$ cat src/rtl/coh_dir_pkg.sv
package coh_dir_pkg;

  typedef enum logic [1:0] {
    OP_RD_SHR = 2'd0,
    OP_RD_EXC = 2'd1,
    OP_WBACK  = 2'd2,
    OP_NOP    = 2'd3
  } dir_op_e;

  typedef enum logic {
    MSG_INVAL = 1'b0,
    MSG_FETCH = 1'b1
  } dir_msg_e;

  typedef enum logic [1:0] {
    ST_IDLE,
    ST_XFER,
    ST_COMMIT,
    ST_GRANT
  } dir_state_e;

endpackage

$ cat src/rtl/coh_dir_store.sv
module coh_dir_store #(
  parameter int NCACHE = 4,
  parameter int LINES  = 16,
  localparam int LW = (LINES > 1) ? $clog2(LINES) : 1
) (
  input  logic              clk,
  input  logic              rst_n,
  input  logic [LW-1:0]     rd_line,
  output logic [NCACHE-1:0] rd_pres,
  output logic              rd_dirty,
  input  logic              wr_en,
  input  logic [LW-1:0]     wr_line,
  input  logic [NCACHE-1:0] wr_pres,
  input  logic              wr_dirty
);

  logic [NCACHE-1:0] pres_q [LINES];
  logic [LINES-1:0]  dirty_q;

  always_ff @(posedge clk or negedge rst_n) begin
    if (!rst_n) begin
      for (int i = 0; i < LINES; i++) pres_q[i] <= '0;
      dirty_q <= '0;
    end else if (wr_en) begin
      pres_q[wr_line]  <= wr_pres;
      dirty_q[wr_line] <= wr_dirty;
    end
  end

  assign rd_pres  = pres_q[rd_line];
  assign rd_dirty = dirty_q[rd_line];

endmodule

$ cat src/rtl/coh_dir_msg_sched.sv
module coh_dir_msg_sched #(
  parameter int NCACHE = 4,
  localparam int CW = (NCACHE > 1) ? $clog2(NCACHE) : 1
) (
  input  logic              clk,
  input  logic              rst_n,
  input  logic              load,
  input  logic [NCACHE-1:0] load_mask,
  output logic              out_valid,
  input  logic              out_ready,
  output logic [CW-1:0]     out_dest
);

  logic [NCACHE-1:0] pend_q;
  logic [NCACHE-1:0] pick_oh;

  // lowest pending index goes first
  assign pick_oh = pend_q & (~pend_q + NCACHE'(1));

  always_comb begin
    out_dest = '0;
    for (int i = NCACHE - 1; i >= 0; i--) begin
      if (pend_q[i]) out_dest = CW'(i);
    end
  end

  assign out_valid = |pend_q;

  always_ff @(posedge clk or negedge rst_n) begin
    if (!rst_n)                    pend_q <= '0;
    else if (load)                 pend_q <= load_mask;
    else if (out_valid && out_ready) pend_q <= pend_q & ~pick_oh;
  end

endmodule

$ cat src/rtl/coh_dir_ack_track.sv
module coh_dir_ack_track #(
  parameter int NCACHE = 4,
  localparam int CW = (NCACHE > 1) ? $clog2(NCACHE) : 1
) (
  input  logic              clk,
  input  logic              rst_n,
  input  logic              sent,
  input  logic [CW-1:0]     sent_dest,
  input  logic [NCACHE-1:0] ack_vld,
  output logic              busy
);

  logic [NCACHE-1:0] owed_q;
  logic [NCACHE-1:0] sent_oh;

  assign sent_oh = sent ? (NCACHE'(1) << sent_dest) : '0;

  // an acknowledge only retires a message already sent
  always_ff @(posedge clk or negedge rst_n) begin
    if (!rst_n) owed_q <= '0;
    else        owed_q <= (owed_q & ~ack_vld) | sent_oh;
  end

  assign busy = |owed_q;

endmodule

$ cat src/rtl/coh_dir_ctrl.sv
module coh_dir_ctrl
  import coh_dir_pkg::*;
#(
  parameter int NCACHE = 4,
  parameter int LINES  = 16,
  localparam int CW = (NCACHE > 1) ? $clog2(NCACHE) : 1,
  localparam int LW = (LINES > 1) ? $clog2(LINES) : 1
) (
  input  logic              clk,
  input  logic              rst_n,
  input  logic              req_valid,
  output logic              req_ready,
  input  logic [CW-1:0]     req_cache,
  input  logic [1:0]        req_op,
  input  logic [LW-1:0]     req_line,
  output logic              msg_valid,
  input  logic              msg_ready,
  output logic [CW-1:0]     msg_dest,
  output logic              msg_op,
  output logic [LW-1:0]     msg_line,
  input  logic [NCACHE-1:0] ack_vld,
  output logic              gnt_valid,
  input  logic              gnt_ready,
  output logic [CW-1:0]     gnt_cache,
  output logic [1:0]        gnt_op,
  output logic [LW-1:0]     gnt_line
);

  dir_state_e        state_q, state_d;
  logic [CW-1:0]     cap_cache_q;
  dir_op_e           cap_op_q;
  logic [LW-1:0]     cap_line_q;
  logic [NCACHE-1:0] cap_pres_q;
  logic              cap_dirty_q;

  logic [NCACHE-1:0] rd_pres;
  logic              rd_dirty;
  logic [NCACHE-1:0] req_oh, cap_oh, tgt;
  logic [NCACHE-1:0] new_pres;
  logic              new_dirty, cap_own;
  logic              accept, sched_valid, ack_busy, wr_en;
  dir_op_e           in_op;

  assign in_op  = dir_op_e'(req_op);
  assign accept = req_valid && req_ready;
  assign req_oh = NCACHE'(1) << req_cache;
  assign cap_oh = NCACHE'(1) << cap_cache_q;
  assign wr_en  = (state_q == ST_COMMIT);

  coh_dir_store #(.NCACHE(NCACHE), .LINES(LINES)) store_i (
    .clk      (clk),
    .rst_n    (rst_n),
    .rd_line  (req_line),
    .rd_pres  (rd_pres),
    .rd_dirty (rd_dirty),
    .wr_en    (wr_en),
    .wr_line  (cap_line_q),
    .wr_pres  (new_pres),
    .wr_dirty (new_dirty)
  );

  // caches that must act before the request can be granted
  always_comb begin
    tgt = '0;
    case (in_op)
      OP_RD_SHR: if (rd_dirty && !(|(rd_pres & req_oh))) tgt = rd_pres;
      OP_RD_EXC: tgt = rd_pres & ~req_oh;
      default:   tgt = '0;
    endcase
  end

  coh_dir_msg_sched #(.NCACHE(NCACHE)) sched_i (
    .clk       (clk),
    .rst_n     (rst_n),
    .load      (accept),
    .load_mask (tgt),
    .out_valid (sched_valid),
    .out_ready (msg_ready),
    .out_dest  (msg_dest)
  );

  coh_dir_ack_track #(.NCACHE(NCACHE)) acks_i (
    .clk       (clk),
    .rst_n     (rst_n),
    .sent      (sched_valid && msg_ready),
    .sent_dest (msg_dest),
    .ack_vld   (ack_vld),
    .busy      (ack_busy)
  );

  // entry contents written once all targeted caches have answered
  assign cap_own = cap_dirty_q && (|(cap_pres_q & cap_oh));

  always_comb begin
    new_pres  = cap_pres_q;
    new_dirty = cap_dirty_q;
    case (cap_op_q)
      OP_RD_SHR: if (!cap_own) begin
        new_pres  = cap_pres_q | cap_oh;
        new_dirty = 1'b0;
      end
      OP_RD_EXC: begin
        new_pres  = cap_oh;
        new_dirty = 1'b1;
      end
      OP_WBACK: if (cap_own) begin
        new_pres  = cap_pres_q & ~cap_oh;
        new_dirty = 1'b0;
      end
      default: ;
    endcase
  end

  always_comb begin
    state_d = state_q;
    case (state_q)
      ST_IDLE:   if (accept) state_d = (|tgt) ? ST_XFER : ST_COMMIT;
      ST_XFER:   if (!sched_valid && !ack_busy) state_d = ST_COMMIT;
      ST_COMMIT: state_d = ST_GRANT;
      ST_GRANT:  if (gnt_ready) state_d = ST_IDLE;
      default:   state_d = ST_IDLE;
    endcase
  end

  always_ff @(posedge clk or negedge rst_n) begin
    if (!rst_n) begin
      state_q     <= ST_IDLE;
      cap_cache_q <= '0;
      cap_op_q    <= OP_NOP;
      cap_line_q  <= '0;
      cap_pres_q  <= '0;
      cap_dirty_q <= 1'b0;
    end else begin
      state_q <= state_d;
      if (accept) begin
        cap_cache_q <= req_cache;
        cap_op_q    <= in_op;
        cap_line_q  <= req_line;
        cap_pres_q  <= rd_pres;
        cap_dirty_q <= rd_dirty;
      end
    end
  end

  assign req_ready = (state_q == ST_IDLE);
  assign msg_valid = sched_valid;
  assign msg_op    = (cap_op_q == OP_RD_SHR) ? MSG_FETCH : MSG_INVAL;
  assign msg_line  = cap_line_q;
  assign gnt_valid = (state_q == ST_GRANT);
  assign gnt_cache = cap_cache_q;
  assign gnt_op    = cap_op_q;
  assign gnt_line  = cap_line_q;

endmodule

$ cat config.mk
export PLATFORM = sky130hd
export DESIGN_NAME = coh_dir_ctrl
export DESIGN_NICKNAME = d
export VERILOG_FILES = /design/src/rtl/coh_dir_pkg.sv /design/src/rtl/coh_dir_store.sv /design/src/rtl/coh_dir_msg_sched.sv /design/src/rtl/coh_dir_ack_track.sv /design/src/rtl/coh_dir_ctrl.sv
export SDC_FILE = /design/constraint.sdc
export NUM_CORES = 1
export LEC_CHECK = 0
export BUFFER_PORTS_ARGS = -buffer_cell sky130_fd_sc_hd__buf_2
export CORE_ASPECT_RATIO = 1.75
export CORE_MARGIN = 2
export CORE_UTILIZATION = 40
export CTS_BUF_LIST = sky130_fd_sc_hd__clkbuf_8 sky130_fd_sc_hd__clkbuf_16
export DETAILED_ROUTE_END_ITERATION = 7
export SLEW_MARGIN = 30
export SYNTH_ARGS = -nofsm -noshare
export SYNTH_HDL_FRONTEND = slang
export SYNTH_SLANG_ARGS = --single-unit
$ cat constraint.sdc
create_clock -name clk -period 3 [get_ports clk]
set_clock_uncertainty 0.1 [all_clocks]
set_input_delay 0.6 -clock clk [delete_from_list [all_inputs] [get_ports clk]]
set_output_delay 0.6 -clock clk [all_outputs]
set_load 0.02 [all_outputs]
### After elaboration in Yosys (flattened, before gate mapping)

Index checks and enable logic that the tools add are counted.

* word-level logic and storage cells: 112
* input bits: 17
* flip-flop bits (word level): 103
* output and inout bits: 18

* reduce and logical (&&, ||, !) cells: 20
* add/subtract/negate cells: 1
* bitwise gates (word level): 16
* shift-type cells: 3
* order comparisons: 6
* equality and inequality tests: 9
* multiplexer cells: 32

Operator list (count)
* bitwise mux 64 bit: 1
* two-way mux 4 bit: 9
* AND 4 bit: 7
* NOT 4 bit: 5
* OR reduction 4 bit: 5
* binary-select mux 4 bit (select 4 bit): 1
* bitwise mux 16 bit: 1
* demux 4 bit (select 4 bit): 1
* two-way mux 2 bit: 8
* one-hot mux 4 bit (3 select lines): 1
* left shift 1 x 2 -> 4 bit (first input constant): 3
* greater-or-equal comparator 5 bit (second input constant): 2
* less-than comparator 4 x 5 -> 1 bit (second input constant): 2
* NOT 4 -> 5 bit: 2
* OR 4 bit: 2
* one-hot mux 2 bit (4 select lines): 1
* one-hot mux 4 bit (2 select lines): 1
* logical AND 1 bit: 7
* == test 2 x 1 -> 1 bit (second input constant): 3
* == test 2 bit (second input constant): 3
* zero test 2 bit: 3
* less-than comparator 5 x 1 -> 1 bit (second input constant): 1
* two-way mux 1 bit: 5
* adder 4 x 1 -> 4 bit (second input constant): 1
* other kinds (9): 12

### Logic depth before layout (Yosys ltp)

Gate-level depths: netlist of the first run.

* depth in word-level cells: 14
* mapped depth: 9
* gate-level depth less buffers: 7

### Cells and area by module

Synthesis of the first run repeated with hierarchy kept, for this count alone.

* cells, all modules: 384
* area, all modules: 5082.4 um^2

By module, submodules not included
* coh_dir_store: area an instance 3648.5 um^2, instances 1, cells each 238
* coh_dir_ctrl: area an instance 1029.7 um^2, instances 1, cells each 104
* coh_dir_msg_sched: area an instance 230.2 um^2, instances 1, cells each 25
* coh_dir_ack_track: area an instance 173.9 um^2, instances 1, cells each 17

### Worst setup path before layout of the first run

Ideal clock, no wire load.

* path type: input -> register
* start point: input req_line[1]
* end point: register state_q[1]
* slack: 0.129 ns
* buffers on the path: 1
* stages on the path: 8
* setup time: 0.121 ns
* arrival time: 2.649 ns
* cells stage by stage: buf_6 mux4_1 mux4_2 o22ai_2 a21oi_2 o41ai_2 o41ai_2 o22a_1

* cells in the longest elaborated chain, start to end: 14
* elaborated cells between the ends (all ways): 17

Ends and longest elaborated chain
* start, declared: RTL line coh_dir_ctrl.sv:15 `input logic [LW-1:0] req_line,`
* NOT 4 -> 5 bit (not written as such): RTL line coh_dir_store.sv:30 `assign rd_pres = pres_q[rd_line];`
* binary-select mux 4 bit (select 4 bit): RTL line coh_dir_store.sv:30
* two-way mux 4 bit (not written as such) (2 in a row): RTL line coh_dir_store.sv:30
* AND 4 bit: RTL line coh_dir_ctrl.sv:66 `OP_RD_SHR: if (rd_dirty && !(|(rd_pres & req_oh))) tgt = rd_pres;`
* OR reduction 4 bit: RTL line coh_dir_ctrl.sv:66
* zero test 1 bit: RTL line coh_dir_ctrl.sv:66
* logical AND 1 bit: RTL line coh_dir_ctrl.sv:66
* two-way mux 4 bit: RTL line coh_dir_ctrl.sv:66
* one-hot mux 4 bit (2 select lines) (*): RTL line coh_dir_ctrl.sv:65 `case (in_op)`
* OR reduction 4 bit (*): RTL line coh_dir_ctrl.sv:117 `ST_IDLE: if (accept) state_d = (|tgt) ? ST_XFER : ST_COMMIT;`
* two-way mux 2 bit (*) (2 in a row): RTL line coh_dir_ctrl.sv:117
* one-hot mux 2 bit (4 select lines) (*): RTL line coh_dir_ctrl.sv:116 `case (state_q)`
* end signal, assigned: RTL line coh_dir_ctrl.sv:134 `state_q <= state_d;`
* end, declared: RTL line coh_dir_ctrl.sv:29 `dir_state_e state_q, state_d;`

Every way passes the cells marked *; elsewhere a longest branch is shown, timed or not. The select of a mux whose other input is x is not followed.
A chain may end at the register's enable or synchronous reset.

### Worst setup path after layout of the first run

Ends and elaborated chain as after synthesis.

==> impl_metrics.json, run 1 <==
{
  "status": "completed",
  "utilization_pct": 46.47,
  "die_height_microns": 155.5,
  "placed_cells": 602,
  "required_ns": 3.13,
  "synth_top_area_share_pct": 48.19,
  "hold_path.class": "in2async",
  "startpoint_type": "input pin",
  "final_layout_size_suffix_gt1_share_pct": 42.83,
  "syn_inst": 393,
  "cts_hold_repair.buffers": 0,
  "htree_num_levels": 3,
  "syn2layout_area_growth_pct": 14.00,
  "post_cts_resize_count": 0,
  "hold_viol": 0,
  "number_of_synthesized_flops_with_an_enable_pin": 0,
  "stdcell_area_sq_um": 5979,
  "synth.avg_cell_area_sq_um": 13.35,
  "cpPeakStageDelay_ns": 0.63,
  "fillCellCount": 1176,
  "fin_cells": 617,
  "register_area_sq_um": 2580,
  "drt_first_pass_iters": 4,
  "buffer_ports.inserted": 34,
  "final_min_period_over_clock_period_pct": 95.25,
  "synth_area_leader_cell": "dfrtp_1",
  "power.density_cell_area_nw_per_um2": 880.7,
  "synth_area_sq_um": 5245,
  "insertion_delay_ns": 0.35,
  "die-area_sq_um": 14080,
  "worst_path_dominant_cell_family": "multiplexers",
  "fp-row-count": 55,
  "clock-root-buffer": "clkbuf_16",
  "cts_tree": "yes",
  "initial_utilization_pct": 40.76,
  "routed_wirelength_microns": 12220,
  "postCtsSetupBuffers": 0,
  "grt_pass1_vias": 3537,
  "relSlewSlack_pct": 44.14,
  "cp_data_arrival_time_ns": 2.99,
  "maxCapViolCount": 0,
  "via_per_inst": 5.446,
  "hpwlAfterDp_microns": 9052,
  "gp_congestion": 0.8701,
  "synth_top_cells_by_area": "dfrtp_1 (48%), mux2_2 (20%), mux4_1 (6.5%)",
  "finalWorstPathRequiredPeriod_ns": 2.857,
  "critical_path_buf_inv_count": 1,
  "timing.critical_path.to_type": "flop",
  "report.final.setup_viol": 0,
  "peakVddDrop_mv": 0.3151,
  "finish.net_count": 463,
  "grt_max_degree": 56,
  "core-area_sq_um": 12870,
  "clkSlewWorstSetupHoldPaths_ns": 0.07,
  "multi_input_combinational_cell_area_sq_um": 2465,
  "whs_ns": 0.01301,
  "setup_ws_ns": 0.1425,
  "synth.ff_latch_count": 103,
  "route.detailed.drc": 0,
  "cp_cell_sequence": "buf_2 -> mux4_1 -> mux4_2 -> o22ai_2 -> a21oi_2 -> o41ai_2 -> o41ai_2 -> o22a_1",
  "cellLeakagePower_nw": 2.838,
  "globalRouteTotalUtil_pct": 18.08,
  "cts_sinks": 103,
  "synth_fp_nets": 414,
  "grt_setup_unrepaired": "false",
  "ant_nets": 0,
  "ys.flop_type": "dfrtp_1",
  "critPathMaxFanout": 9,
  "antennaDiodeCount": 0,
  "drt-initial-drc-count": 156,
  "pin_count": 35,
  "worst-slew-pin-transition_ns": 0.8358,
  "crit_slowest_cell": "mux4_1",
  "pre_cts_ws_ns": -0.2166,
  "timing.setup.critical_path_class": "in2reg",
  "detail_route.wl_per_cell_microns": 19.80,
  "final-max-slew-violation-count": 0,
  "post-layout-total-power_mw": 5.266,
  "detailroute.via_count": 3360,
  "tns_ns": 0,
  "synth-warning-count": 0,
  "place_area_sq_um": 5708,
  "cts_inserted_buffers": 9,
  "globalRoute.totalOverflow": 0,
  "ctsLongestPathBuffers": 2,
  "die_w_microns": 90.56,
  "sequential_element_share_of_the_synthesized_area_pct": 49.19,
  "ys_async_sr_fraction_pct": 100.0,
  "fmax_ghz": 0.3500,
  "grt_antenna_before_repair": 0,
  "first_pass_grt_wire_length_microns": 19480,
  "synth.lib_cells_used.distinct": 45,
  "critical_path.most_common_cell": "o41ai_2"
}
[cell usage after synthesis (2+ instances only)]
cell type	n
a21oi_1	9
a22oi_1	3
buf_4	4
buf_6	3
clkbuf_1	11
clkbuf_8	3
dfrtp_1	101
dfstp_2	2
ha_1	4
inv_1	13
mux2_2	92
mux2i_1	10
mux4_1	13
mux4_2	10
nand2_1	22
nand2b_1	8
nand3_1	5
nand3b_1	4
nor2_1	21
nor2b_1	4
nor3_1	2
o21ai_0	16
o22ai_1	3
o31ai_1	4
o41ai_2	2
or2b_2	3
or3_1	3
[power breakdown]
part	internal, mW	switching (mW)	total (mW)
clock network	0.564	0.523	1.09
registers	1.86	0.351	2.21
logic	0.964	1.00	1.97
[worst reg2reg max path, stage by stage, from the launching register on]
cell and delay, ns:
dfrtp_1 0.38, mux4_1 0.54, mux4_2 0.49, o22ai_2 0.16, a21oi_2 0.08, o41ai_2 0.45
o41ai_2 0.14, o22a_1 0.19
[kinds of logic (layout without fill, tap and decap cells)]
kind of cell / Yosys count / in the layout / share of synthesized area [%]
multiplexers: 125 / 125 / 32.47
adder cells (fa/ha/maj): 4 / 4 / 0.9542
AO/OA/AOI/OAI: 46 / 46 / 5.916
flip-flops: 103 / 103 / 49.19
AND/OR/NAND/NOR: 79 / 79 / 7.563
buffers and inverters: 36 / 89 / 3.912
[registers in the layout, summed over array words and instances, names as in the netlist]
name	flops
gnt_line	4
store_i.dirty_q	16
cap_dirty_q	1
gnt_cache	2
state_q	2
gnt_op	2
store_i.pres_q	64
cap_pres_q	4
sched_i.pend_q	4
acks_i.owed_q	4
[cell usage in the layout, fill, tap and decap left out, types with 2 or more instances in the layout]
master,n
o21ai_0,16
or2b_2,3
mux2_2,92
clkbuf_16,9
nand3b_1,4
dfstp_2,2
nor3_1,2
ha_1,4
a21oi_1,9
inv_1,14
a22oi_1,3
o31ai_1,4
nand2b_1,8
o22ai_1,3
or3_1,3
o41ai_2,2
nand2_1,22
dfrtp_1,101
nor2_1,21
buf_4,26
mux4_2,10
clkinv_4,2
inv_6,2
nand3_1,5
buf_12,2
mux4_1,13
buf_2,33
nor2b_1,4
mux2i_1,10
[layout make-up]
| class | instances | share of cell area [%] |
|---|---|---|
| well taps | 171 | 3.578 |
| inverters | 13 | 0.8161 |
| multi-input cells | 254 | 41.22 |
| flip-flops and latches | 103 | 43.15 |
| clock buffers | 9 | 3.766 |
| repair buffers | 61 | 6.696 |
| clock inverters | 6 | 0.7742 |
[path summary, 6_finish.rpt]
check | startpoint | cells past startpoint | slack [ns] | endpoint
setup / recovery | req_line[1] | 8 | 0.14 | state_q[1]$_DFFE_PN0P_
hold / removal | rst_n | 1 | 0.01 | store_i.dirty_q[0]$_DFFE_PN0P_
setup reg to reg | store_i.pres_q[49]$_DFFE_PN0P_ | 7 | 0.36 | state_q[1]$_DFFE_PN0P_
hold reg to reg | store_i.pres_q[63]$_DFFE_PN0P_ | 1 | 0.40 | store_i.pres_q[63]$_DFFE_PN0P_
max in group asynchronous | rst_n | 2 | 2.09 | store_i.pres_q[36]$_DFFE_PN0P_
min in group clk | ack_vld[2] | 2 | 0.33 | acks_i.owed_q[2]$_DFF_PN0_
[metal layers]
metal | GRT usage, % | part of all wire [%]
met1 | 20.24 | 40
met5 | 0 | 0
met3 | 2.857 | 2.1
met4 | 8.352 | 3.6
met2 | 33.33 | 54
Note: power is estimated with default switching activity, not from simulation.
==> run 2, diff against run 1 <==
--- a/config.mk
+++ b/config.mk
@@ -5,12 +5,12 @@
 export SDC_FILE = /design/constraint.sdc
 export NUM_CORES = 1
 export LEC_CHECK = 0
-export BUFFER_PORTS_ARGS = -buffer_cell sky130_fd_sc_hd__buf_2
 export CORE_ASPECT_RATIO = 1.75
-export CORE_MARGIN = 2
+export CORE_MARGIN = 8
 export CORE_UTILIZATION = 40
 export CTS_BUF_LIST = sky130_fd_sc_hd__clkbuf_8 sky130_fd_sc_hd__clkbuf_16
 export DETAILED_ROUTE_END_ITERATION = 7
+export DONT_BUFFER_PORTS = 1
 export SLEW_MARGIN = 30
 export SYNTH_ARGS = -nofsm -noshare
 export SYNTH_HDL_FRONTEND = slang
==> impl_metrics.json, run 2 (synthesized netlist as in run 1, its figures left out) <==
{
  "htree_num_levels": 3,
  "power.share.sequential_pct": 43.8,
  "biggestRegsByFlops": "store_i.pres_q (64), store_i.dirty_q (16)",
  "netSwitchingPower_mw": 1.754,
  "insertion_delay_ns": 0.34,
  "hold_path.class": "in2async",
  "die-area_sq_um": 17180,
  "gp_congestion": 0.8243,
  "crit_path_start": "store_i.pres_q[49]$_DFFE_PN0P_",
  "cts_tree": "yes",
  "drt_first_pass_iters": 6,
  "initial_utilization_pct": 40.76,
  "finish.net_count": 409,
  "final_min_period_over_clock_period_pct": 87.00,
  "utilization_pct": 44.27,
  "relSlewSlack_pct": 54.29,
  "ant_nets": 0,
  "number_of_flip_flops_in_the_largest_register": 64,
  "peakVddDrop_mv": 0.3774,
  "grt_setup_unrepaired": "false",
  "comb_power_share_pct": 31.2,
  "violations": "negative hold slack",
  "clock-root-buffer": "clkbuf_16",
  "clkSlewWorstSetupHoldPaths_ns": 0.07,
  "finalWorstPathRequiredPeriod_ns": 2.610,
  "syn2layout_area_growth_pct": 8.612,
  "required_ns": 3.12,
  "final-max-slew-violation-count": 0,
  "via_per_inst": 5.562,
  "first_pass_grt_wire_length_microns": 18570,
  "final_layout_size_suffix_gt1_share_pct": 34.86,
  "antennaDiodeCount": 0,
  "report.final.setup_viol": 0,
  "rr_startpoint": "store_i.pres_q[49]$_DFFE_PN0P_",
  "fillCellCount": 1173,
  "power.share.clock_pct": 25.0,
  "grt_pass1_vias": 3300,
  "detail_route.wl_per_cell_microns": 20.42,
  "setup_ws_ns": 0.3900,
  "ctsLongestPathBuffers": 2,
  "power.density_cell_area_nw_per_um2": 923.3,
  "top_register": "store_i.pres_q",
  "globalRoute.totalOverflow": 0,
  "globalRouteTotalUtil_pct": 14.34,
  "fin_cells": 564,
  "fp-row-count": 55,
  "pin_count": 35,
  "most_common_cell_after_layout_fill_and_taps_aside": "dfrtp_1",
  "routed_wirelength_microns": 11520,
  "cts_sinks": 103,
  "startpoint_type": "flop",
  "grt_max_degree": 104,
  "whs_ns": -0.1509,
  "core-area_sq_um": 12870,
  "postCtsSetupBuffers": 0,
  "hpwlAfterDp_microns": 8273,
  "cp_data_arrival_time_ns": 2.73,
  "drt-initial-drc-count": 196,
  "timing.setup.critical_path_class": "reg2reg",
  "timing.critical_path.to_type": "flop",
  "grt_antenna_before_repair": 0,
  "detailroute.via_count": 3137,
  "cts_inserted_buffers": 9,
  "pre_cts_ws_ns": 0.1411,
  "route.detailed.drc": 0,
  "worst-slew-pin-transition_ns": 0.6804,
  "final_cell_mix": "dfrtp_1 (101), mux2_2 (92), nand2_1 (22)",
  "tns_ns": 0,
  "maxCapViolCount": 0,
  "status": "finished with violations",
  "critPathMaxFanout": 5,
  "cellLeakagePower_nw": 2.630,
  "place_area_sq_um": 5360,
  "fmax_ghz": 0.3831,
  "die_height_microns": 167.5,
  "placed_cells": 548,
  "post_cts_resize_count": 0,
  "power_report.internal_total_mw": 3.506,
  "buffer_ports.inserted": 0,
  "hold_viol": 102,
  "switching_part_of_the_total_power_pct": 33.34,
  "die_w_microns": 102.6,
  "post-layout-total-power_mw": 5.260,
  "stdcell_area_sq_um": 5697
}
-- run 2: cell count changes in the layout (fill, tap and decap cells not counted), moves of 2 or more --
cell / before / now
buf_2: 33 / 0
buf_4: 26 / 7
bufinv_16: 0 / 3
buf_12: 2 / 0
clkinv_4: 2 / 0
-- run 2: path summary, 6_finish.rpt --
| kind | to | slack (ns) | cells after the start |
|---|---|---|---|
| setup reg to reg | state_q[1]$_DFFE_PN0P_ | 0.39 | 7 |
| setup / recovery | state_q[1]$_DFFE_PN0P_ | 0.39 | 7 |
| hold reg to reg | store_i.pres_q[53]$_DFFE_PN0P_ | 0.40 | 1 |
| hold / removal | gnt_cache[1]$_DFFE_PN0P_ | -0.15 | 0 |
| min in group clk | acks_i.owed_q[1]$_DFF_PN0_ | 0.26 | 1 |
| max in group asynchronous | gnt_op[1]$_DFFE_PN1P_ | 2.66 | 0 |
-- run 2: cell type report --
| type | count | area (sq um) | share of cell area [%] |
|---|---|---|---|
| multi-input cells | 254 | 2465 | 43.27 |
| well taps | 171 | 214.0 | 3.756 |
| clock inverters | 7 | 111.4 | 1.955 |
| clock buffers | 9 | 225.2 | 3.953 |
| repair buffers | 7 | 52.55 | 0.9225 |
| flip-flops and latches | 103 | 2580 | 45.29 |
| inverters | 13 | 48.80 | 0.8566 |
-- run 2: power by group through the flow --
| stage | clock (mW) | sequential (mW) | combinational, mW |
|---|---|---|---|
| floorplan | 0 | 2.15 | 1.37 |
| global placement | 0 | 2.30 | 1.60 |
| detailed placement | 0 | 2.33 | 1.65 |
| CTS | 1.35 | 2.30 | 1.66 |
| global route | 1.40 | 2.38 | 1.78 |
| finish | 1.32 | 2.30 | 1.64 |
-- run 2: routing by layer --
metal	vias up	track usage [%]	part of all wire, %	wire length (microns)
li1	1430	-	-	-
met1	1611	16.15	40	4638
met2	76	24.96	53	6057
met3	20	2.949	4.3	492
met4	0	6.362	2.9	330
met5	-	0	0	0
-- run 2: critical path: stages, from the launching register on --
cell and delay, ns:
dfrtp_1 0.39, mux4_1 0.53, mux4_2 0.48, o22ai_2 0.17
a21oi_2 0.08, o41ai_2 0.42, o41ai_2 0.14, o22a_1 0.18
==> run 3, diff against run 2 <==
--- a/config.mk
+++ b/config.mk
@@ -7,7 +7,7 @@
 export LEC_CHECK = 0
 export CORE_ASPECT_RATIO = 1.75
 export CORE_MARGIN = 8
-export CORE_UTILIZATION = 40
+export CORE_UTILIZATION = 45
 export CTS_BUF_LIST = sky130_fd_sc_hd__clkbuf_8 sky130_fd_sc_hd__clkbuf_16
 export DETAILED_ROUTE_END_ITERATION = 7
 export DONT_BUFFER_PORTS = 1
==> impl_metrics.json, run 3 (synthesized netlist as in run 1, its figures left out) <==
{
  "initial_utilization_pct": 45.80,
  "finish.net_count": 408,
  "timing.setup.critical_path_class": "reg2reg",
  "cp_data_arrival_time_ns": 2.72,
  "cellLeakagePower_nw": 2.607,
  "rr_startpoint": "store_i.pres_q[48]$_DFFE_PN0P_",
  "postCtsSetupBuffers": 0,
  "hold_path.class": "in2async",
  "gp_congestion": 0.8503,
  "die_w_microns": 97.61,
  "grt_antenna_before_repair": 0,
  "drt-initial-drc-count": 138,
  "whs_ns": -0.1545,
  "report.final.setup_viol": 0,
  "placed_cells": 511,
  "most_common_cell_after_layout_fill_and_taps_aside": "dfrtp_1",
  "grt_max_degree": 104,
  "crit_slowest_cell": "mux4_1",
  "relSlewSlack_pct": 55.76,
  "tns_ns": 0,
  "ant_nets": 0,
  "die_height_microns": 158.8,
  "core-area_sq_um": 11450,
  "die-area_sq_um": 15500,
  "crit_path_start": "store_i.pres_q[48]$_DFFE_PN0P_",
  "detailroute.via_count": 3116,
  "cts_inserted_buffers": 9,
  "violations": "negative hold slack",
  "worst_path_dominant_cell_family": "multiplexers",
  "via_per_inst": 5.924,
  "route.detailed.drc": 0,
  "critical_path_buf_inv_count": 0,
  "final-max-slew-violation-count": 0,
  "cpPeakStageDelay_ns": 0.52,
  "globalRoute.totalOverflow": 0,
  "status": "finished with violations",
  "hold_viol": 102,
  "biggestRegsByFlops": "store_i.pres_q (64), store_i.dirty_q (16)",
  "peakVddDrop_mv": 0.7281,
  "cts_sinks": 103,
  "first_pass_grt_wire_length_microns": 18210,
  "drt_first_pass_iters": 6,
  "number_of_flip_flops_in_the_largest_register": 64,
  "buffer_ports.inserted": 0,
  "maxCapViolCount": 0,
  "grt_setup_unrepaired": "false",
  "cp_cell_sequence": "mux4_1 -> mux4_2 -> o22ai_2 -> a21oi_2 -> o41ai_2 -> o41ai_2 -> o22a_1",
  "fin_cells": 526,
  "clkSlewWorstSetupHoldPaths_ns": 0.07,
  "timing.critical_path.to_type": "flop",
  "critPathMaxFanout": 5,
  "power.density_cell_area_nw_per_um2": 918.9,
  "grt_pass1_vias": 3291,
  "htree_num_levels": 3,
  "routed_wirelength_microns": 11210,
  "critical_path.most_common_cell": "o41ai_2",
  "insertion_delay_ns": 0.35,
  "worst-slew-pin-transition_ns": 0.6586,
  "fp-row-count": 52,
  "hpwlAfterDp_microns": 8137,
  "final_layout_size_suffix_gt1_share_pct": 35.04,
  "cts_tree": "yes",
  "ctsLongestPathBuffers": 2,
  "final_cell_mix": "dfrtp_1 (101), mux2_2 (92), nand2_1 (22)",
  "post_cts_resize_count": 0,
  "antennaDiodeCount": 0,
  "fmax_ghz": 0.3876,
  "syn2layout_area_growth_pct": 7.300,
  "final_min_period_over_clock_period_pct": 86.00,
  "pin_count": 35,
  "globalRouteTotalUtil_pct": 14.99,
  "clock-root-buffer": "clkbuf_16",
  "finalWorstPathRequiredPeriod_ns": 2.580,
  "required_ns": 3.14,
  "startpoint_type": "flop",
  "detail_route.wl_per_cell_microns": 21.31,
  "top_register": "store_i.pres_q"
}
[run 3: cell count changes in the layout (fill, tap and decap cells not counted), sizes merged]
cell and delta:
clkinvlp +1, clkbuf +1, bufinv -1, buf -1, inv -2
[run 3: per-stage QoR]
step / hold WS (ns) / worst slack [ns] / utilization, % / power, mW / cell area, sq um
finish: -0.1545 / 0.4199 / 49.15 / 5.171 / 5628
global placement: 0.2083 / 0.2005 / 46.35 / 3.894 / 5308
floorplan: 0.2044 / 0.1294 / - / 3.521 / 5245
detailed placement: 0.2095 / 0.1379 / 46.35 / 3.967 / 5308
global route: -0.1691 / 0.3194 / 49.15 / 5.469 / 5628
CTS: -0.1667 / 0.4044 / 49.15 / 5.235 / 5628
[run 3: layout make-up]
cell class | instances | area, sq um
Clock inverter | 5 | 81.33
Timing Repair Buffer | 6 | 45.04
Fill cell | 1015 | 5823
Inverter | 13 | 48.80
Sequential cell | 103 | 2580
Tap cell | 135 | 168.9
Clock buffer | 10 | 239.0
Multi-Input combinational cell | 254 | 2465
[run 3: power by group]
part / internal [mW] / switching, mW / leakage (nW) / total [mW]
combinational: 0.832 / 0.786 / 1.08 / 1.62
clock: 0.750 / 0.504 / 0.155 / 1.25
sequential: 1.86 / 0.440 / 1.38 / 2.30
[run 3: path summary, 6_finish.rpt]
kind                                                   to  slack [ns]  cells past startpoint
max in group asynchronous           gnt_op[0]$_DFFE_PN1P_        2.77                      0
min in group clk               acks_i.owed_q[1]$_DFF_PN0_        0.25                      1
min                               cap_dirty_q$_DFFE_PN0P_       -0.15                      0
max                                state_q[1]$_DFFE_PN0P_        0.42                      7
max reg2reg                        state_q[1]$_DFFE_PN0P_        0.42                      7
min reg2reg                store_i.pres_q[13]$_DFFE_PN0P_        0.40                      1
[run 3: metal layers]
metal / routed length [microns] / global-route usage (%) / part of all wire, %
met1: 4415 / 16.79 / 39
met2: 5983 / 25.86 / 53
met3: 456 / 3.519 / 4.1
met4: 354 / 7.346 / 3.2
met5: 0 / 0 / 0
